File: config.mk
export PLATFORM = sky130hd
export DESIGN_NAME = vsync_timing_gen
export DESIGN_NICKNAME = d
export VERILOG_FILES = /design/src/rtl/vsync_gen_pkg.sv /design/src/rtl/raster_count.sv /design/src/rtl/cfg_hold.sv /design/src/rtl/sync_shaper.sv /design/src/rtl/pix_skew.sv /design/src/rtl/vsync_timing_gen.sv
export SDC_FILE = /design/constraint.sdc
export NUM_CORES = 1
export LEC_CHECK = 0
export ABC_AREA = 0
export BUFFER_PORTS_ARGS = -buffer_cell sky130_fd_sc_hd__clkbuf_2
export CORE_MARGIN = 2
export CORE_UTILIZATION = 35
export CTS_BUF_LIST = sky130_fd_sc_hd__clkbuf_16
export DETAILED_ROUTE_END_ITERATION = 7
export GPL_TIMING_DRIVEN = 0
export PLACE_DENSITY_LB_ADDON = 0.12
export SETUP_SLACK_MARGIN = 0.5
export SLEW_MARGIN = 20
export SYNTH_ARGS = -nofsm -noshare
export SYNTH_HDL_FRONTEND = slang
export SYNTH_HIERARCHICAL = 1
export SYNTH_SLANG_ARGS = --single-unit
File: constraint.sdc
create_clock -name clk -period 2.9 [get_ports clk]
set_input_delay 0.145 -clock clk [delete_from_list [all_inputs] [get_ports clk]]
set_output_delay 0.145 -clock clk [all_outputs]
set_load 0.02 [all_outputs]
File: src/rtl/vsync_gen_pkg.sv
package vsync_gen_pkg;

  // Packed timing word, field order fixed by bit position
  typedef struct packed {
    logic [1:0] skew;   // [7:6] data delay in clocks
    logic [1:0] aux;    // [5:4] vsync width code, or [4] half-line flag
    logic [1:0] dly;    // [3:2] edge offset code
    logic [1:0] hsw;    // [1:0] hsync width code
  } tcfg_t;

  typedef enum logic {
    OUT_FIELD = 1'b0,
    OUT_VSYNC = 1'b1
  } fv_mode_e;

  localparam int unsigned SKEW_MAX = 3;

  function automatic logic [7:0] pulse_len(input logic [1:0] code);
    logic [7:0] n;
    case (code)
      2'd0:    n = 8'd1;
      2'd1:    n = 8'd4;
      2'd2:    n = 8'd16;
      default: n = 8'd128;
    endcase
    return n;
  endfunction

  function automatic logic [4:0] edge_dly(input logic [1:0] code);
    logic [4:0] n;
    case (code)
      2'd0:    n = 5'd0;
      2'd1:    n = 5'd4;
      2'd2:    n = 5'd8;
      default: n = 5'd16;
    endcase
    return n;
  endfunction

endpackage

File: src/rtl/raster_count.sv
module raster_count #(
  parameter int unsigned LINE_LEN    = 1728,
  parameter int unsigned LINE_CNT    = 625,
  parameter int unsigned FIELD2_LINE = 313,
  parameter int unsigned PIX_W       = $clog2(LINE_LEN),
  parameter int unsigned LN_W        = $clog2(LINE_CNT + 1)
) (
  input  logic             clk,
  input  logic             rst_n,
  output logic [PIX_W-1:0] pix_o,
  output logic [LN_W-1:0]  line_o,
  output logic             field_o,
  output logic             line_end_o
);

  logic [PIX_W-1:0] pix_q, pix_d;
  logic [LN_W-1:0]  line_q, line_d;
  logic             field_q, field_d;
  logic             line_end;

  always_comb begin
    line_end = (pix_q == PIX_W'(LINE_LEN - 1));
    pix_d    = line_end ? '0 : pix_q + 1'b1;
    if (line_q == LN_W'(LINE_CNT)) begin
      line_d = LN_W'(1);
    end else begin
      line_d = line_q + 1'b1;
    end
    field_d = (line_d >= LN_W'(FIELD2_LINE));
  end

  always_ff @(posedge clk or negedge rst_n) begin
    if (!rst_n) begin
      pix_q   <= '0;
      line_q  <= LN_W'(1);
      field_q <= 1'b0;
    end else begin
      pix_q <= pix_d;
      if (line_end) begin
        line_q  <= line_d;
        field_q <= field_d;
      end
    end
  end

  assign pix_o      = pix_q;
  assign line_o     = line_q;
  assign field_o    = field_q;
  assign line_end_o = line_end;

endmodule

File: src/rtl/cfg_hold.sv
module cfg_hold
  import vsync_gen_pkg::*;
(
  input  logic     clk,
  input  logic     rst_n,
  input  logic     load_i,
  input  tcfg_t    cfg_i,
  input  fv_mode_e mode_i,
  output tcfg_t    cfg_o,
  output fv_mode_e mode_o
);

  tcfg_t    cfg_q, cfg_d;
  fv_mode_e mode_q, mode_d;

  always_comb begin
    cfg_d  = cfg_q;
    mode_d = mode_q;
    if (load_i) begin
      cfg_d  = cfg_i;
      mode_d = mode_i;
    end
  end

  always_ff @(posedge clk or negedge rst_n) begin
    if (!rst_n) begin
      cfg_q  <= '0;
      mode_q <= OUT_FIELD;
    end else begin
      cfg_q  <= cfg_d;
      mode_q <= mode_d;
    end
  end

  assign cfg_o  = cfg_q;
  assign mode_o = mode_q;

endmodule

File: src/rtl/sync_shaper.sv
module sync_shaper
  import vsync_gen_pkg::*;
#(
  parameter int unsigned LINE_LEN    = 1728,
  parameter int unsigned FIELD2_LINE = 313,
  parameter int unsigned PIX_W       = 11,
  parameter int unsigned LN_W        = 10
) (
  input  logic             clk,
  input  logic             rst_n,
  input  logic [PIX_W-1:0] pix_i,
  input  logic [LN_W-1:0]  line_i,
  input  logic [1:0]       hs_code_i,
  input  logic [1:0]       dly_code_i,
  input  logic [1:0]       aux_code_i,
  input  fv_mode_e         mode_i,
  output logic             hsync_n_o,
  output logic             fv_o
);

  localparam int unsigned CW        = PIX_W + 2;
  localparam int unsigned HALF_LINE = LINE_LEN / 2;

  logic [CW-1:0] p, hw, dl, vlen, rise_at;
  logic [CW-1:0] v1_end, v2_start, v2_end;
  logic          at_top, at_mid;
  logic          hs_q, hs_d, fv_q, fv_d;

  always_comb begin
    p        = CW'(pix_i);
    hw       = CW'(pulse_len(hs_code_i));
    dl       = CW'(edge_dly(dly_code_i));
    vlen     = CW'(pulse_len(aux_code_i));
    rise_at  = dl + (aux_code_i[0] ? CW'(HALF_LINE) : '0);
    v1_end   = dl + vlen;
    v2_start = dl + CW'(HALF_LINE);
    v2_end   = v2_start + vlen;
    at_top   = (line_i == LN_W'(1));
    at_mid   = (line_i == LN_W'(FIELD2_LINE));

    hs_d = ~(p < hw);

    if (mode_i == OUT_VSYNC) begin
      fv_d = ~((at_top && (p >= dl) && (p < v1_end)) ||
               (at_mid && (p >= v2_start) && (p < v2_end)));
    end else begin
      fv_d = fv_q;
      if (at_mid && (p == rise_at)) begin
        fv_d = 1'b0;
      end else if (at_top && (p == dl)) begin
        fv_d = 1'b1;
      end
    end
  end

  always_ff @(posedge clk or negedge rst_n) begin
    if (!rst_n) begin
      hs_q <= 1'b1;
      fv_q <= 1'b1;
    end else begin
      hs_q <= hs_d;
      fv_q <= fv_d;
    end
  end

  assign hsync_n_o = hs_q;
  assign fv_o      = fv_q;

endmodule

File: src/rtl/pix_skew.sv
module pix_skew
  import vsync_gen_pkg::*;
#(
  parameter int unsigned DATA_W = 16
) (
  input  logic              clk,
  input  logic              rst_n,
  input  logic [DATA_W-1:0] din_i,
  input  logic [1:0]        skew_i,
  output logic [DATA_W-1:0] dout_o
);

  logic [DATA_W-1:0] tap_q [SKEW_MAX];
  logic [DATA_W-1:0] out_q, out_d;

  for (genvar k = 0; k < SKEW_MAX; k++) begin : g_tap
    logic [DATA_W-1:0] src;
    if (k == 0) begin : g_first
      assign src = din_i;
    end else begin : g_next
      assign src = tap_q[k-1];
    end
    always_ff @(posedge clk or negedge rst_n) begin
      if (!rst_n) begin
        tap_q[k] <= '0;
      end else begin
        tap_q[k] <= src;
      end
    end
  end

  always_comb begin
    case (skew_i)
      2'd0:    out_d = din_i;
      2'd1:    out_d = tap_q[0];
      2'd2:    out_d = tap_q[1];
      default: out_d = tap_q[2];
    endcase
  end

  always_ff @(posedge clk or negedge rst_n) begin
    if (!rst_n) begin
      out_q <= '0;
    end else begin
      out_q <= out_d;
    end
  end

  assign dout_o = out_q;

endmodule

File: src/rtl/vsync_timing_gen.sv
module vsync_timing_gen
  import vsync_gen_pkg::*;
#(
  parameter int unsigned LINE_LEN    = 1728,
  parameter int unsigned LINE_CNT    = 625,
  parameter int unsigned FIELD2_LINE = 313,
  parameter int unsigned DATA_W      = 16,
  localparam int unsigned PIX_W      = $clog2(LINE_LEN),
  localparam int unsigned LN_W       = $clog2(LINE_CNT + 1)
) (
  input  logic              clk,
  input  logic              rst_n,
  input  logic [7:0]        timing_cfg_i,
  input  logic              vs_mode_i,
  input  logic [DATA_W-1:0] pix_data_i,
  output logic              hsync_n_o,
  output logic              fv_o,
  output logic [DATA_W-1:0] pix_data_o,
  output logic [LN_W-1:0]   line_o,
  output logic [PIX_W-1:0]  pixel_o,
  output logic              field_o
);

  logic     line_end;
  tcfg_t    act_cfg;
  fv_mode_e act_mode;

  raster_count #(
    .LINE_LEN    (LINE_LEN),
    .LINE_CNT    (LINE_CNT),
    .FIELD2_LINE (FIELD2_LINE),
    .PIX_W       (PIX_W),
    .LN_W        (LN_W)
  ) u_cnt (
    .clk        (clk),
    .rst_n      (rst_n),
    .pix_o      (pixel_o),
    .line_o     (line_o),
    .field_o    (field_o),
    .line_end_o (line_end)
  );

  cfg_hold u_cfg (
    .clk    (clk),
    .rst_n  (rst_n),
    .load_i (line_end),
    .cfg_i  (tcfg_t'(timing_cfg_i)),
    .mode_i (fv_mode_e'(vs_mode_i)),
    .cfg_o  (act_cfg),
    .mode_o (act_mode)
  );

  sync_shaper #(
    .LINE_LEN    (LINE_LEN),
    .FIELD2_LINE (FIELD2_LINE),
    .PIX_W       (PIX_W),
    .LN_W        (LN_W)
  ) u_sync (
    .clk        (clk),
    .rst_n      (rst_n),
    .pix_i      (pixel_o),
    .line_i     (line_o),
    .hs_code_i  (act_cfg.hsw),
    .dly_code_i (act_cfg.dly),
    .aux_code_i (act_cfg.aux),
    .mode_i     (act_mode),
    .hsync_n_o  (hsync_n_o),
    .fv_o       (fv_o)
  );

  pix_skew #(
    .DATA_W (DATA_W)
  ) u_skew (
    .clk    (clk),
    .rst_n  (rst_n),
    .din_i  (pix_data_i),
    .skew_i (act_cfg.skew),
    .dout_o (pix_data_o)
  );

endmodule

==> results.rst <==
.. list-table::
   :header-rows: 1

   * - Metric
     - Value
   * - Worst min path class
     - input pin to flip-flop
   * - Count of buffers inserted at the top-level ports
     - 66
   * - Worst-path clk slew
     - 70 ps
   * - Number of nets still failing antenna checks after routing
     - 0
   * - Syn-to-layout area delta
     - 28.4%
   * - Routed Wire Length
     - 9690 um
   * - Global placer's final weighted congestion
     - 0.853
   * - Post-synthesis average cell area
     - 13.2 um2
   * - Post-Route Setup TNS
     - 0 ps
   * - Source of the worst register-to-register timing path
     - u_cfg/cfg_o[4]$_DFFE_PN0P_
   * - WHS Endpoint
     - u_cfg/cfg_o[6]$_DFFE_PN0P_
   * - Crit. End Element
     - flip-flop
   * - Die footprint
     - 13900 um2
   * - Root buffer cell
     - clkbuf_16
   * - MaxCap Viol Count
     - 0
   * - Clock Sinks
     - 97
   * - Height of the chip
     - 118 um
   * - TritonCTS buffer count
     - 9
   * - Final Hold Viols
     - 0
   * - Area of the mapped netlist
     - 4540 um2
   * - Worst R2R End
     - u_sync/fv_o$_DFFE_PN1P_
   * - Arrival time worst endpoint
     - 2870 ps
   * - Wire length of the first global-routing pass
     - 16500 um
   * - Normalized max-slew margin
     - 0.636
   * - Wire length on met2
     - 4460 um
   * - Via Count
     - 3096
   * - Post-route design area
     - 5820 um2
   * - X dimension of the die
     - 118 um
   * - Met3 Routed Length
     - 418 um
   * - Fraction of the yosys area taken by sequential cells
     - 0.536
   * - Total Nets Final
     - 501
   * - Static leakage
     - 2.48 nW
   * - Slack of the worst reg-to-reg path
     - 300 ps
   * - Max Transition Viols Final
     - 0
   * - TritonRoute pass-1 iters
     - 4
   * - Ratio of routed vias to standard cells
     - 4.95
   * - Hold path depth
     - 2
   * - Prevailing post-synth register cell
     - dfrtp_1
   * - Vias in the first global route
     - 3080
   * - TritonCTS clock tree
     - built
   * - Remaining DRCs
     - 0
   * - Cell area power density
     - 449 nW/um2
   * - Number of DRC markers in iteration 0
     - 149
   * - Placement-stage cell area
     - 5160 um2
   * - CP required
     - 3180 ps
   * - Detail Placement HPWL
     - 6430 um
   * - Wire per inst
     - 15.5 um
   * - CTS H-tree depth
     - 3
   * - Most common library cell in the layout ignoring fill and taps
     - dfrtp_1
   * - Global route total overflow
     - 0
   * - Period utilisation layout
     - 0.895
   * - Pin count of the biggest net entering global routing
     - 77
   * - Number of cell rows
     - 41
   * - EDFF count, synth
     - 0
   * - Number of warnings reported in the yosys synthesis log
     - 6
   * - #FFs+latches synth
     - 97
   * - Max FO, Critical Path
     - 4
   * - Number of endpoints failing setup at the final stage
     - 0
   * - Count of boundary I/O pins
     - 67
   * - Setup repair after global routing missed its margin
     - yes
   * - Worst clock skew
     - 5.35 ps
   * - Result of the run
     - completed
   * - Post-Synthesis Net Count
     - 397
   * - Period minus WS final
     - 2600 ps
   * - Post-synthesis cell type count
     - 60
   * - Worst IR Drop VDD
     - 0.000288 V
   * - Top Metal Used
     - met4
   * - Start point of the worst hold path
     - timing_cfg_i[6]
   * - Top library cells by usage in the layout, fill and taps aside
     - dfrtp_1 (87), clkbuf_2 (65), nand2_1 (21)
   * - Peak Freq
     - 385 MHz
   * - Initial antenna violation count
     - 0
   * - Wl on met1
     - 4710 um
   * - Aggregate global-route resource usage
     - 0.152
   * - Cell count after synthesis
     - 344
   * - Initial Utilization
     - 0.360
   * - Maximum root-to-sink buffer count
     - 2
   * - Category of the most critical setup path
     - flip-flop to flip-flop
   * - Sort of element at the start of the critical path
     - flip-flop
   * - Transition time at the pin with the least slew margin
     - 546 ps
   * - Number of diodes
     - 0
   * - Proportion of register bits with asynchronous set or reset after synthesis
     - 1.00
   * - Placeable core region
     - 12600 um2
   * - Logic depth of the worst register-to-register path
     - 11
   * - Fraction of final layout cells sized beyond drive strength 1
     - 0.371
   * - Skew-Pair Late Insertion Delay
     - 350 ps
layout make-up:
| cell class | count | area, um2 |
|---|---|---|
| Sequential cell | 97 | 2440 |
| Inverter | 17 | 76.3 |
| Timing Repair Buffer | 93 | 604 |
| Clock inverter | 7 | 47.5 |
| Tap cell | 172 | 215 |
| Clock buffer | 9 | 225 |
| Multi-Input combinational cell | 217 | 2100 |
| Fill cell | 1172 | 6800 |
| Buffer | 13 | 111 |
worst max-delay path, cell delays in order (launching register included):
cell       delay, ps
dfrtp_2          430
nor2b_4          140
ha_4             170
ha_4             160
fa_2             530
inv_2             40
ha_4             220
a21oi_2          140
nor2_2            70
a2111oi_4        280
o211ai_1         160
a31o_1           190
metal layers:
layer,track usage,vias up
met5,0,-
met3,0.0480,7
met1,0.214,1547
li1,-,1472
met2,0.222,70
met4,0.0482,0
power breakdown:
group / total, mW / switching (mW) / internal [mW] / leakage [nW]
Clock: 1.09 / 0.508 / 0.581 / 0.142
Sequential: 1.41 / 0.0165 / 1.40 / 1.17
Combinational: 0.112 / 0.0578 / 0.0539 / 1.16
repair_timing:
action	CTS	global route
hold endpoints to repair	54	0
resized for setup	22	12
buffers inserted	4	5
setup endpoints to repair	1	10
pin swaps	8	10
hold buffers	17	0
stage by stage:
stage | utilization | cells | worst slack, ps | total power [mW] | hold WS [ps]
finish | 0.462 | 625 | 304 | 2.62 | 33.3
global route | 0.462 | 625 | 196 | 2.75 | 16.0
CTS | 0.455 | 620 | 346 | 2.68 | 15.6
detailed placement | 0.409 | 583 | 89.1 | 1.54 | 26.8
global placement | 0.406 | 582 | 106 | 1.53 | 269
floorplan | - | 344 | 380 | 1.47 | -151
cells in the mapped netlist (2+ instances only):
cell type / count / area share
buf_6: 3 / 0.0074
xnor2_1: 8 / 0.015
buf_12: 2 / 0.0088
nor2_1: 21 / 0.017
o21ai_2: 2 / 0.0039
a21oi_1: 8 / 0.0088
nand3b_1: 2 / 0.0033
mux2_4: 9 / 0.030
nand2b_1: 4 / 0.0055
inv_1: 16 / 0.013
o31ai_1: 3 / 0.0050
clkbuf_1: 2 / 0.0017
nand3_1: 12 / 0.013
ha_1: 25 / 0.069
nand2_1: 21 / 0.017
nor3_1: 7 / 0.0077
dfrtp_1: 94 / 0.52
xor2_1: 4 / 0.0077
o21ai_0: 13 / 0.014
nand4_1: 9 / 0.012
nor2b_1: 9 / 0.012
o22ai_1: 3 / 0.0041
dfstp_2: 3 / 0.017
a31oi_1: 3 / 0.0041
o41ai_1: 2 / 0.0039
a2111oi_0: 3 / 0.0058
buf_2: 6 / 0.0066
mux4_1: 6 / 0.035
mux4_2: 10 / 0.050
nor4_1: 3 / 0.0041
nand4b_1: 2 / 0.0039
cell families (layout without fill, tap and decap cells):
group	count (synthesis)	after routing	share of synthesized area
AO/OA/AOI/OAI	51	51	0.0792
XOR/XNOR	12	12	0.0232
adder cells (fa/ha/maj)	26	26	0.0734
buffers and inverters	30	139	0.0414
flip-flops	97	97	0.536
multiplexers	25	25	0.114
AND/OR/NAND/NOR	103	103	0.133
state kept, by name, indices dropped and copies added (netlist names):
name              count
u_cfg/cfg_o           8
u_sync/hsync_n_o      1
u_skew/tap_q         16
u_sync/fv_o           1
u_cnt/line_o         10
u_skew/dout_o        16
u_cnt/field_o         1
u_cnt/pix_o          11
u_cfg/mode_o          1
u_skew/g_tap.src     32
how the worst max path moves through the flow:
stage	cells past startpoint	slack [ps]	end	startpoint
floorplan	10	380	u_sync/fv_o$_DFFE_PN1P_	u_cfg/cfg_o[4]$_DFFE_PN0P_
global placement	10	110	u_sync/fv_o$_DFFE_PN1P_	u_cfg/cfg_o[4]$_DFFE_PN0P_
detailed placement	11	90	u_sync/fv_o$_DFFE_PN1P_	u_cfg/cfg_o[5]$_DFFE_PN0P_
CTS	10	350	u_sync/fv_o$_DFFE_PN1P_	u_cfg/cfg_o[4]$_DFFE_PN0P_
global route	12	200	u_sync/fv_o$_DFFE_PN1P_	u_cfg/cfg_o[4]$_DFFE_PN0P_
finish	11	300	u_sync/fv_o$_DFFE_PN1P_	u_cfg/cfg_o[4]$_DFFE_PN0P_
(Power assumes the default switching activity.)
